File: config.mk
export PLATFORM = sky130hd
export DESIGN_NAME = can_rx_alloc
export DESIGN_NICKNAME = d
export VERILOG_FILES = /design/src/rtl/can_rxa_pkg.sv /design/src/rtl/can_rxa_filter.sv /design/src/rtl/can_rxa_pick.sv /design/src/rtl/can_rxa_objstore.sv /design/src/rtl/can_rx_alloc.sv
export SDC_FILE = /design/constraint.sdc
export NUM_CORES = 2
export LEC_CHECK = 0
export BUFFER_PORTS_ARGS = -buffer_cell sky130_fd_sc_hd__buf_2
export CELL_PAD_IN_SITES_DETAIL_PLACEMENT = 0
export CELL_PAD_IN_SITES_GLOBAL_PLACEMENT = 1
export CORE_ASPECT_RATIO = 2
export CORE_MARGIN = 2
export CORE_UTILIZATION = 48
export DETAILED_ROUTE_END_ITERATION = 16
export GPL_ROUTABILITY_DRIVEN = 0
export PLACE_DENSITY = 0.85
export REMOVE_ABC_BUFFERS = 1
export SLEW_MARGIN = 5
export SYNTH_ARGS = -nofsm -noshare
export SYNTH_HDL_FRONTEND = slang
export SYNTH_HIERARCHICAL = 1
export SYNTH_SLANG_ARGS = --single-unit
File: constraint.sdc
create_clock -name clk -period 4.13 [get_ports clk]
set_clock_uncertainty 0.05 [all_clocks]
set_input_delay 0.826 -clock clk [delete_from_list [all_inputs] [get_ports clk]]
set_output_delay 0.826 -clock clk [all_outputs]
set_load 0.01 [all_outputs]
File: src/rtl/can_rxa_pkg.sv
package can_rxa_pkg;

  localparam int unsigned ID_W   = 29;
  localparam int unsigned DLC_W  = 4;
  localparam int unsigned DATA_W = 64;

  // Filter and mode settings of one message object
  typedef struct packed {
    logic              valid;
    logic              xmit;
    logic              use_mask;
    logic              eob;
    logic              xtd;
    logic [ID_W-1:0]   id;
    logic [ID_W-1:0]   mask;
  } obj_cfg_t;

  // Stored frame contents
  typedef struct packed {
    logic [ID_W-1:0]   id;
    logic              xtd;
    logic              rtr;
    logic [DLC_W-1:0]  dlc;
    logic [DATA_W-1:0] data;
  } frame_t;

  // Acceptance test: exact match unless use_mask, then only masked bits
  function automatic logic id_accept(obj_cfg_t c, logic [ID_W-1:0] fid, logic fxtd);
    logic [ID_W-1:0] cmp;
    cmp = c.use_mask ? c.mask : {ID_W{1'b1}};
    if (!c.use_mask && (fxtd != c.xtd)) return 1'b0;
    return ((fid ^ c.id) & cmp) == '0;
  endfunction

  // An eligible object is a candidate when free or when it closes a chain
  function automatic logic takes_frame(logic eligible, logic full, logic eob);
    return eligible && (!full || eob);
  endfunction

endpackage

File: src/rtl/can_rxa_filter.sv
module can_rxa_filter
  import can_rxa_pkg::*;
#(
  parameter int unsigned NUM_OBJ = 16
) (
  input  obj_cfg_t [NUM_OBJ-1:0] cfg_vec,
  input  logic [NUM_OBJ-1:0]     full_vec,
  input  logic [ID_W-1:0]        fr_id,
  input  logic                   fr_xtd,
  output logic [NUM_OBJ-1:0]     elig_vec,
  output logic [NUM_OBJ-1:0]     cand_vec
);

  for (genvar g = 0; g < NUM_OBJ; g++) begin : g_obj
    logic rx_obj;
    assign rx_obj      = cfg_vec[g].valid && !cfg_vec[g].xmit;
    assign elig_vec[g] = rx_obj && id_accept(cfg_vec[g], fr_id, fr_xtd);
    assign cand_vec[g] = takes_frame(elig_vec[g], full_vec[g], cfg_vec[g].eob);
  end

endmodule

File: src/rtl/can_rxa_pick.sv
module can_rxa_pick #(
  parameter int unsigned NUM_OBJ = 16,
  localparam int unsigned IDX_W  = $clog2(NUM_OBJ)
) (
  input  logic [NUM_OBJ-1:0] cand_vec,
  output logic               hit,
  output logic [IDX_W-1:0]   idx
);

  // Descending walk: the last assignment is the lowest set bit
  always_comb begin
    hit = 1'b0;
    idx = '0;
    for (int k = NUM_OBJ - 1; k >= 0; k--) begin
      if (cand_vec[k]) begin
        hit = 1'b1;
        idx = IDX_W'(k);
      end
    end
  end

endmodule

File: src/rtl/can_rxa_objstore.sv
module can_rxa_objstore
  import can_rxa_pkg::*;
#(
  parameter int unsigned NUM_OBJ = 16,
  localparam int unsigned IDX_W  = $clog2(NUM_OBJ)
) (
  input  logic                   clk,
  input  logic                   rst_n,
  input  logic                   cfg_we,
  input  logic [IDX_W-1:0]       cfg_idx,
  input  obj_cfg_t               cfg_in,
  input  logic                   clr_we,
  input  logic [IDX_W-1:0]       clr_idx,
  input  logic                   clr_nd,
  input  logic                   clr_ip,
  input  logic                   clr_ml,
  input  logic                   st_we,
  input  logic [IDX_W-1:0]       st_idx,
  input  frame_t                 st_frame,
  output obj_cfg_t [NUM_OBJ-1:0] cfg_vec,
  output frame_t   [NUM_OBJ-1:0] frm_vec,
  output logic [NUM_OBJ-1:0]     nd_vec,
  output logic [NUM_OBJ-1:0]     ip_vec,
  output logic [NUM_OBJ-1:0]     ml_vec
);

  logic [NUM_OBJ-1:0] wr_sel;

  for (genvar g = 0; g < NUM_OBJ; g++) begin : g_obj
    logic cfg_here, clr_here;
    assign cfg_here  = cfg_we && (cfg_idx == IDX_W'(g));
    assign clr_here  = clr_we && (clr_idx == IDX_W'(g));
    assign wr_sel[g] = st_we && (st_idx == IDX_W'(g));

    always_ff @(posedge clk or negedge rst_n) begin
      if (!rst_n) begin
        cfg_vec[g] <= '0;
        frm_vec[g] <= '0;
        nd_vec[g]  <= 1'b0;
        ip_vec[g]  <= 1'b0;
        ml_vec[g]  <= 1'b0;
      end else begin
        if (cfg_here) begin
          cfg_vec[g] <= cfg_in;
          nd_vec[g]  <= 1'b0;
          ip_vec[g]  <= 1'b0;
          ml_vec[g]  <= 1'b0;
        end else if (clr_here) begin
          if (clr_nd) nd_vec[g] <= 1'b0;
          if (clr_ip) ip_vec[g] <= 1'b0;
          if (clr_ml) ml_vec[g] <= 1'b0;
        end
        // a store wins over a clear or reconfigure of the same object
        if (wr_sel[g]) begin
          frm_vec[g] <= st_frame;
          nd_vec[g]  <= 1'b1;
          ip_vec[g]  <= 1'b1;
          if (nd_vec[g]) ml_vec[g] <= 1'b1;
        end
      end
    end
  end

  AST_ONE_WRITE: assert property (@(posedge clk) disable iff (!rst_n)
    $onehot0(wr_sel));

  AST_OVERWRITE_EOB: assert property (@(posedge clk) disable iff (!rst_n)
    (st_we && nd_vec[st_idx]) |-> cfg_vec[st_idx].eob);

endmodule

File: src/rtl/can_rx_alloc.sv
module can_rx_alloc
  import can_rxa_pkg::*;
#(
  parameter int unsigned NUM_OBJ = 16,
  localparam int unsigned IDX_W  = $clog2(NUM_OBJ)
) (
  input  logic              clk,
  input  logic              rst_n,
  input  logic              cfg_wr,
  input  logic [IDX_W-1:0]  cfg_obj,
  input  logic              cfg_valid,
  input  logic              cfg_xmit,
  input  logic              cfg_use_mask,
  input  logic              cfg_eob,
  input  logic              cfg_xtd,
  input  logic [ID_W-1:0]   cfg_id,
  input  logic [ID_W-1:0]   cfg_mask,
  input  logic              clr_wr,
  input  logic [IDX_W-1:0]  clr_obj,
  input  logic              clr_newdat,
  input  logic              clr_intpnd,
  input  logic              clr_lost,
  input  logic              rx_valid,
  input  logic [ID_W-1:0]   rx_id,
  input  logic              rx_xtd,
  input  logic              rx_rtr,
  input  logic [DLC_W-1:0]  rx_dlc,
  input  logic [DATA_W-1:0] rx_data,
  input  logic [IDX_W-1:0]  rd_obj,
  output logic [ID_W-1:0]   rd_id,
  output logic              rd_xtd,
  output logic              rd_rtr,
  output logic [DLC_W-1:0]  rd_dlc,
  output logic [DATA_W-1:0] rd_data,
  output logic              rd_lost,
  output logic [NUM_OBJ-1:0] newdat_map,
  output logic              irq,
  output logic              res_valid,
  output logic              res_hit,
  output logic [IDX_W-1:0]  res_obj,
  output logic              res_lost
);

  obj_cfg_t [NUM_OBJ-1:0] cfg_vec;
  frame_t   [NUM_OBJ-1:0] frm_vec;
  logic [NUM_OBJ-1:0] nd_vec, ip_vec, ml_vec;
  logic [NUM_OBJ-1:0] elig_vec, cand_vec;
  logic               pick_hit;
  logic [IDX_W-1:0]   pick_idx;
  logic               st_we;
  obj_cfg_t           cfg_in;
  frame_t             rx_frame;
  logic [NUM_OBJ-1:0] below_mask;

  assign cfg_in = '{valid: cfg_valid, xmit: cfg_xmit, use_mask: cfg_use_mask,
                    eob: cfg_eob, xtd: cfg_xtd, id: cfg_id, mask: cfg_mask};
  assign rx_frame = '{id: rx_id, xtd: rx_xtd, rtr: rx_rtr, dlc: rx_dlc, data: rx_data};

  can_rxa_filter #(.NUM_OBJ(NUM_OBJ)) filter_i (
    .cfg_vec (cfg_vec),
    .full_vec(nd_vec),
    .fr_id   (rx_id),
    .fr_xtd  (rx_xtd),
    .elig_vec(elig_vec),
    .cand_vec(cand_vec)
  );

  can_rxa_pick #(.NUM_OBJ(NUM_OBJ)) pick_i (
    .cand_vec(cand_vec),
    .hit     (pick_hit),
    .idx     (pick_idx)
  );

  assign st_we = rx_valid && pick_hit;

  can_rxa_objstore #(.NUM_OBJ(NUM_OBJ)) store_i (
    .clk     (clk),
    .rst_n   (rst_n),
    .cfg_we  (cfg_wr),
    .cfg_idx (cfg_obj),
    .cfg_in  (cfg_in),
    .clr_we  (clr_wr),
    .clr_idx (clr_obj),
    .clr_nd  (clr_newdat),
    .clr_ip  (clr_intpnd),
    .clr_ml  (clr_lost),
    .st_we   (st_we),
    .st_idx  (pick_idx),
    .st_frame(rx_frame),
    .cfg_vec (cfg_vec),
    .frm_vec (frm_vec),
    .nd_vec  (nd_vec),
    .ip_vec  (ip_vec),
    .ml_vec  (ml_vec)
  );

  // one-cycle result record of each presented frame
  always_ff @(posedge clk or negedge rst_n) begin
    if (!rst_n) begin
      res_valid <= 1'b0;
      res_hit   <= 1'b0;
      res_obj   <= '0;
      res_lost  <= 1'b0;
    end else begin
      res_valid <= rx_valid;
      res_hit   <= st_we;
      res_obj   <= pick_idx;
      res_lost  <= st_we && nd_vec[pick_idx];
    end
  end

  assign newdat_map = nd_vec;
  assign irq        = |ip_vec;
  assign rd_id      = frm_vec[rd_obj].id;
  assign rd_xtd     = frm_vec[rd_obj].xtd;
  assign rd_rtr     = frm_vec[rd_obj].rtr;
  assign rd_dlc     = frm_vec[rd_obj].dlc;
  assign rd_data    = frm_vec[rd_obj].data;
  assign rd_lost    = ml_vec[rd_obj];

  assign below_mask = (NUM_OBJ'(1) << pick_idx) - NUM_OBJ'(1);

  AST_LOWEST_WINS: assert property (@(posedge clk) disable iff (!rst_n)
    st_we |-> (cand_vec & below_mask) == '0);

  AST_STORE_FLAGS: assert property (@(posedge clk) disable iff (!rst_n)
    st_we |=> newdat_map[$past(pick_idx)] && irq);

  AST_LOST_RECORDED: assert property (@(posedge clk) disable iff (!rst_n)
    (res_valid && res_lost) |-> ml_vec[res_obj]);

  AST_NO_TX_STORE: assert property (@(posedge clk) disable iff (!rst_n)
    st_we |-> (cfg_vec[pick_idx].valid && !cfg_vec[pick_idx].xmit));

  AST_DROP_QUIET: assert property (@(posedge clk) disable iff (!rst_n)
    (rx_valid && !pick_hit && !clr_wr && !cfg_wr) |=> $stable(newdat_map));

  AST_CFG_CLEARS: assert property (@(posedge clk) disable iff (!rst_n)
    (cfg_wr && !st_we) |=> !newdat_map[$past(cfg_obj)]);

endmodule

=== Yosys cells after proc, flatten, opt, wreduce, memory -nomap -nowiden ===
Index checks and enable logic that the tools add are counted.

* Bits of input ports: 182
* Output and inout port bits: 124
* Bits in registers: 2647
* Word-level logic and storage cells: 897

* Equal/unequal tests: 61
* Reductions and logical operators: 278
* Muxes and demuxes: 280
* Order comparisons: 2
* Bitwise operators: 32

{| class="wikitable"
|+ Operators by type and width
! kind !! count
|-
| $and 29x29->29 || 16
|-
| $logic_not 29->1 || 16
|-
| $mux 29 || 16
|-
| $xor 29x29->29 || 16
|-
| $bmux 99 s4 || 1
|-
| $mux 1 || 244
|-
| $reduce_bool 3->1 || 48
|-
| $logic_and 1x1->1 || 114
|-
| $mux 99 || 1
|-
| $eq 4x4->1 const B || 24
|-
| $mux 4 || 16
|-
| $reduce_and 2->1 || 32
|-
| $eq 4x3->1 const B || 12
|-
| $logic_not 1->1 || 48
|-
| $eq 4x2->1 const B || 6
|-
| $logic_or 1x1->1 || 16
|-
| $ne 1x1->1 || 16
|-
| $reduce_or 16->1 || 1
|-
| $eq 4x1->1 const B || 3
|-
| $logic_not 4->1 || 3
|-
| $lt 4x5->1 const B || 2
|-
| $bmux 1 s4 || 2
|}

=== Logic depth before layout (Yosys ltp) ===
* Word-level depth: 26
* Mapped depth: 18
* Mapped depth without buffers: 13

=== Hierarchy ===
The synthesis kept the hierarchy.

{| class="wikitable"
|+ By module, submodules not included
! module !! seq. area each (um^2) !! area an instance (um^2) !! cells an instance !! times used
|-
| can_rxa_objstore || 66063.4 || 98405.6 || 5855 || 1
|-
| can_rx_alloc || 175.2 || 12044.1 || 867 || 1
|-
| can_rxa_filter || 0.0 || 8697.1 || 1302 || 1
|-
| can_rxa_pick || 0.0 || 178.9 || 33 || 1
|}

=== Worst setup path before layout ===
Ideal clock, no wire load.

* Path kind: in2reg
* From: in rx_id[5]
* To: reg store_i/frm_vec[1304] (netlist name)
* Required time: 3955 ps
* Library setup time: 125 ps
* Stages on the path: 15
* Buffers on the path: 4
* Arrival: 4729 ps
* Path slack: -774 ps
* Cell sequence: buf_2 buf_2 xor2_1 o21ai_0 nand2_1 or4_1 a2111oi_1 nor4_2 and3_1 nor3b_1 nand3_1 nor2_1 clkbuf_1 clkbuf_1 mux2_2

* Elaborated cells on any way between the ends: 131
* Those cells by class: eq/ne: 1; mux: 48; bitwise: 32; reduce/logical: 50

{| class="wikitable"
|+ RTL lines
! what !! RTL line !! RTL
|-
| from (decl) || can_rx_alloc.sv:24 || <nowiki>input logic [ID_W-1:0] rx_id,</nowiki>
|-
| $xor 29x29->29 || can_rxa_pkg.sv:32 || <nowiki>return ((fid ^ c.id) & cmp) == '0;</nowiki>
|-
| $and 29x29->29 || can_rxa_pkg.sv:32 ||
|-
| $logic_not 29->1 || can_rxa_pkg.sv:32 ||
|-
| $mux 1 || can_rxa_pkg.sv:32 ||
|-
| $logic_and 1x1->1 || can_rxa_filter.sv:17 || <nowiki>assign elig_vec[g] = rx_obj && id_accept(cfg_vec[g], fr_id, fr_xtd);</nowiki>
|-
| $logic_and 1x1->1 || can_rxa_pkg.sv:37 || <nowiki>return eligible && (!full || eob);</nowiki>
|-
| net cand_vec[10] || can_rx_alloc.sv:47 || <nowiki>logic [NUM_OBJ-1:0] elig_vec, cand_vec;</nowiki>
|-
| $mux 4 (11 in series) || can_rxa_pick.sv:15 || <nowiki>if (cand_vec[k]) begin</nowiki>
|-
| net pick_idx[3] || can_rx_alloc.sv:49 || <nowiki>logic [IDX_W-1:0] pick_idx;</nowiki>
|-
| $eq 4x4->1 || can_rxa_objstore.sv:33 || <nowiki>assign wr_sel[g] = st_we && (st_idx == IDX_W'(g));</nowiki>
|-
| $logic_and 1x1->1 || can_rxa_objstore.sv:33 ||
|}

The timed path passes the listed nets, and every way through them passes these cells.
A chain may end at the register's enable or synchronous reset.

=== Worst setup path in the final report ===
* From: reg store_i/cfg_vec[690] (netlist name)
* To: reg store_i/frm_vec[367] (netlist name)

* Word-level cells in the longest chain between the ends: 19
* Elaborated cells on any way between the ends: 34
* Those cells by class: eq/ne: 1; mux: 25; bitwise: 1; reduce/logical: 7

{| class="wikitable"
|+ RTL lines
! what !! RTL line !! RTL
|-
| $mux 29 or $logic_not 1->1 (tied branches) || can_rxa_pkg.sv:30, can_rxa_pkg.sv:31 ||
|-
| $and 29x29->29 or $logic_and 1x1->1 (tied branches) || can_rxa_pkg.sv:32, can_rxa_pkg.sv:31 ||
|-
| $logic_not 29->1 or $mux 1 (tied branches) || can_rxa_pkg.sv:32, can_rxa_pkg.sv:31 ||
|-
| $mux 1 (*) || can_rxa_pkg.sv:32 ||
|-
| $logic_and 1x1->1 (*) || can_rxa_filter.sv:17 ||
|-
| $logic_and 1x1->1 (*) || can_rxa_pkg.sv:37 ||
|-
| net cand_vec[10] || can_rx_alloc.sv:47 ||
|-
| $mux 1 (*) (11 in series) || can_rxa_pick.sv:15 ||
|-
| net pick_hit || can_rx_alloc.sv:48 || <nowiki>logic pick_hit;</nowiki>
|-
| $logic_and 1x1->1 (*) || can_rx_alloc.sv:74 || <nowiki>assign st_we = rx_valid && pick_hit;</nowiki>
|-
| net st_we || can_rx_alloc.sv:50 || <nowiki>logic st_we;</nowiki>
|-
| $logic_and 1x1->1 (*) || can_rxa_objstore.sv:33 ||
|}

The timed path passes the listed nets; every way through them passes the cells marked *.

==> results.txt <==
The number of buffers on the longest clock path is 4. The H-tree depth is 4. After layout, the worst path uses 104% of the clock period. The total of warnings raised by yosys came out at 6. Grouping stages by cell kind, the critical path spends the most delay in simple AND/OR/NAND/NOR gates.

The die outline area came out at 0.253 mm². The final setup violation count came out at 725. A synthesized cell averages 14.8 µm². The number of buffer and inverter stages on the critical path is 10.

The die span in x came out at 356 µm. The count of max-cap constraint violations is 0. The final critical-path required period came out at 4280 ps. The multi-input combinational cells in the finished layout cover a total of 0.0510 mm². The global-route wire length before repair is 505 mm.

The finished layout holds 12000 standard cells, fillers aside. The post-detailed-route DRC marker count came out at 0. The maximum number of pins on one net before global-route repair came out at 165. After global routing the overflow that remains totals 0. The flow ran to the end, but the final reports show violations. The post-placement cell count is 11500. The placement-stage cell area is 0.129 mm². The detailed-placement wirelength estimate is 227 mm.

The largest individual stage delay along the critical path comes from the cell or3b_4. The filler cell count is 19000. The fraction of final layout cells sized beyond drive strength 1 came out at 51.8%. Setup repair after global routing could not meet its margin everywhere.

The highest cell delay on the worst timing path came out at 390 ps. The maximum vdd drop is 399 µV. The signal on the critical path passes through inv_2, buf_12, buf_12, o21ai_2, and4_4, buf_12, nand4_1, a2111oi_4, buf_4, nor4_4, and3_4, nand4_1, and2_4, or3b_4, buf_6, nor2_4, buf_6, buf_12, buf_12, buf_16, mux2_4. For the worst setup path, the data required time is 4800 ps.

The area added between synthesis and finish is 17.1%. The detailed-routing iteration count for the pre-antenna-repair pass is 5. The final reports fail on negative setup slack.

The nature of the critical path startpoint is a flop. The number of placed I/O pins came out at 306. After clock tree synthesis, the clock-pin slew on the worst setup and hold paths is 60 ps. For this configuration, the core starts out at a cell density of 48.3%. The setup slack of the critical path after layout is -153 ps.

TritonCTS built the clock tree. The number of nets in the layout came out at 8741. The data arrival time of the critical path came out at 4950 ps. The post-synthesis cell area came out at 0.119 mm². The number of slew-limit violations in the final report came to 0.

The antenna violation net count after detailed routing is 0. The TritonCTS buffer count is 228. By instance count, the cell type seen most on the critical path is buf_12.

The later-pin clock latency in the skew report came out at 920 ps. The total power consumption of the routed design came out at 60.1 mW. The area of the core came out at 0.247 mm². The path class of the tightest hold or removal check is in2reg.

The CTS sink count is 2647. The finished cells cover 0.140 mm². The path type of the worst setup path is reg2reg.

Clock tree synthesis selected as its root buffer the cell clkbuf_16. Power spread over the standard cell area amounts to 430 mW/mm². The sequential cell area is 0.0662 mm². The via count of the first global-routing pass came out at 78600. Row generation in the floorplan step produced 258 rows.

The worst-margin pin slew came out at 1160 ps. The ratio of routed vias to standard cells is 6.03. In this run, the number of DRC markers left after iteration 0 of detailed routing was 5149. The count of mapped cells out of synthesis came out at 8041. The average wire length per cell after detail routing came out at 28.8 µm.

The worst-case headroom to the max-slew limit is 22.7%. In this run the worst path has a maximum fanout of 8. The sum of routed wire length over all layers is 346 mm.

The highest clock frequency the design can meet is 233 MHz. The count of port buffers added during placement is 305. For this design the static power due to leakage is 66.3 nW.

The final-report hold violation count came to 0. The total vias in the final route is 72300. The overall die height came out at 709 µm. The worst setup path is captured at a flop. Global routing used 26.6% of the available tracks.

The initial antenna violation count is 57.
## layout make-up
class	instances	area share, %
flip-flops and latches	2647	47.4
multi-input cells	4650	36.6
repair buffers	995	7.50
clock buffers	324	4.74
well taps	3250	2.91
clock inverters	79	0.704
inverters	37	0.111
diodes	18	0.0323
## cells in the final DEF (no fill, tap or decap), drive strengths merged, types with 31 or more instances in the layout
cell type  instances
a31o              32
buf              971
a22oi            205
and4              75
nand3             69
dfrtp           2647
xor2             417
inv               39
xnor2             31
clkbuf           347
o21ai            418
mux4             402
nand2            138
clkinv            51
a21oi             35
o22ai             34
mux2            2592
## sequential cells by signal, indices dropped and copies added (netlist names)
name	flops
res_valid	1
store_i/ip_vec	16
res_obj	4
store_i/frm_vec	1584
res_hit	1
store_i/nd_vec	16
res_lost	1
store_i/ml_vec	16
store_i/cfg_vec	1008
## final timing paths
kind                                                  start                                 to  slack, ps  depth (start not counted)
max                        store_i/cfg_vec[690]$_DFFE_PN0P_   store_i/frm_vec[367]$_DFFE_PN0P_       -150                         21
min                                                rx_valid                res_valid$_DFF_PN0_        110                          1
max reg2reg                store_i/cfg_vec[690]$_DFFE_PN0P_   store_i/frm_vec[367]$_DFFE_PN0P_       -150                         21
min reg2reg                store_i/cfg_vec[817]$_DFFE_PN0P_   store_i/cfg_vec[817]$_DFFE_PN0P_        450                          1
max in group asynchronous                             rst_n  store_i/frm_vec[1449]$_DFFE_PN0P_       1970                          5
min in group asynchronous                             rst_n  store_i/frm_vec[1060]$_DFFE_PN0P_        420                          2
## where the power goes
part	switching, mW	internal (mW)	total, mW
Sequential	1.34	28.2	29.6
Combinational	4.42	3.94	8.35
Clock	9.79	12.4	22.2
## per-stage QoR
step | utilization (%) | TNS [ps] | hold slack [ps] | worst slack, ps
detailed placement | 52.3 | -1860070 | 435 | -1290
global route | 56.5 | -82200 | 103 | -177
CTS | 55.8 | -8830 | 57.1 | -92.8
global placement | 52.3 | -1942330 | 428 | -1310
finish | 56.5 | -34420 | 110 | -153
floorplan | - | -6072060 | 420 | -4590
## routing by layer
metal	vias up	track usage, %	wire length (µm)
met4	56	15.5	24200
met2	2123	47.4	182000
met1	38900	30.1	123000
met3	876	3.98	16900
met5	-	0	338
li1	30400	-	-
## repair_timing
item	CTS	global route
pin swaps	37	51
endpoints found under the hold margin	15	0
gates resized for setup	148	280
hold buffers	1	0
gates cloned	11	25
setup endpoints to repair	1618	1570
setup buffers	23	37
No activity file was read; power rests on OpenSTA's default activity.
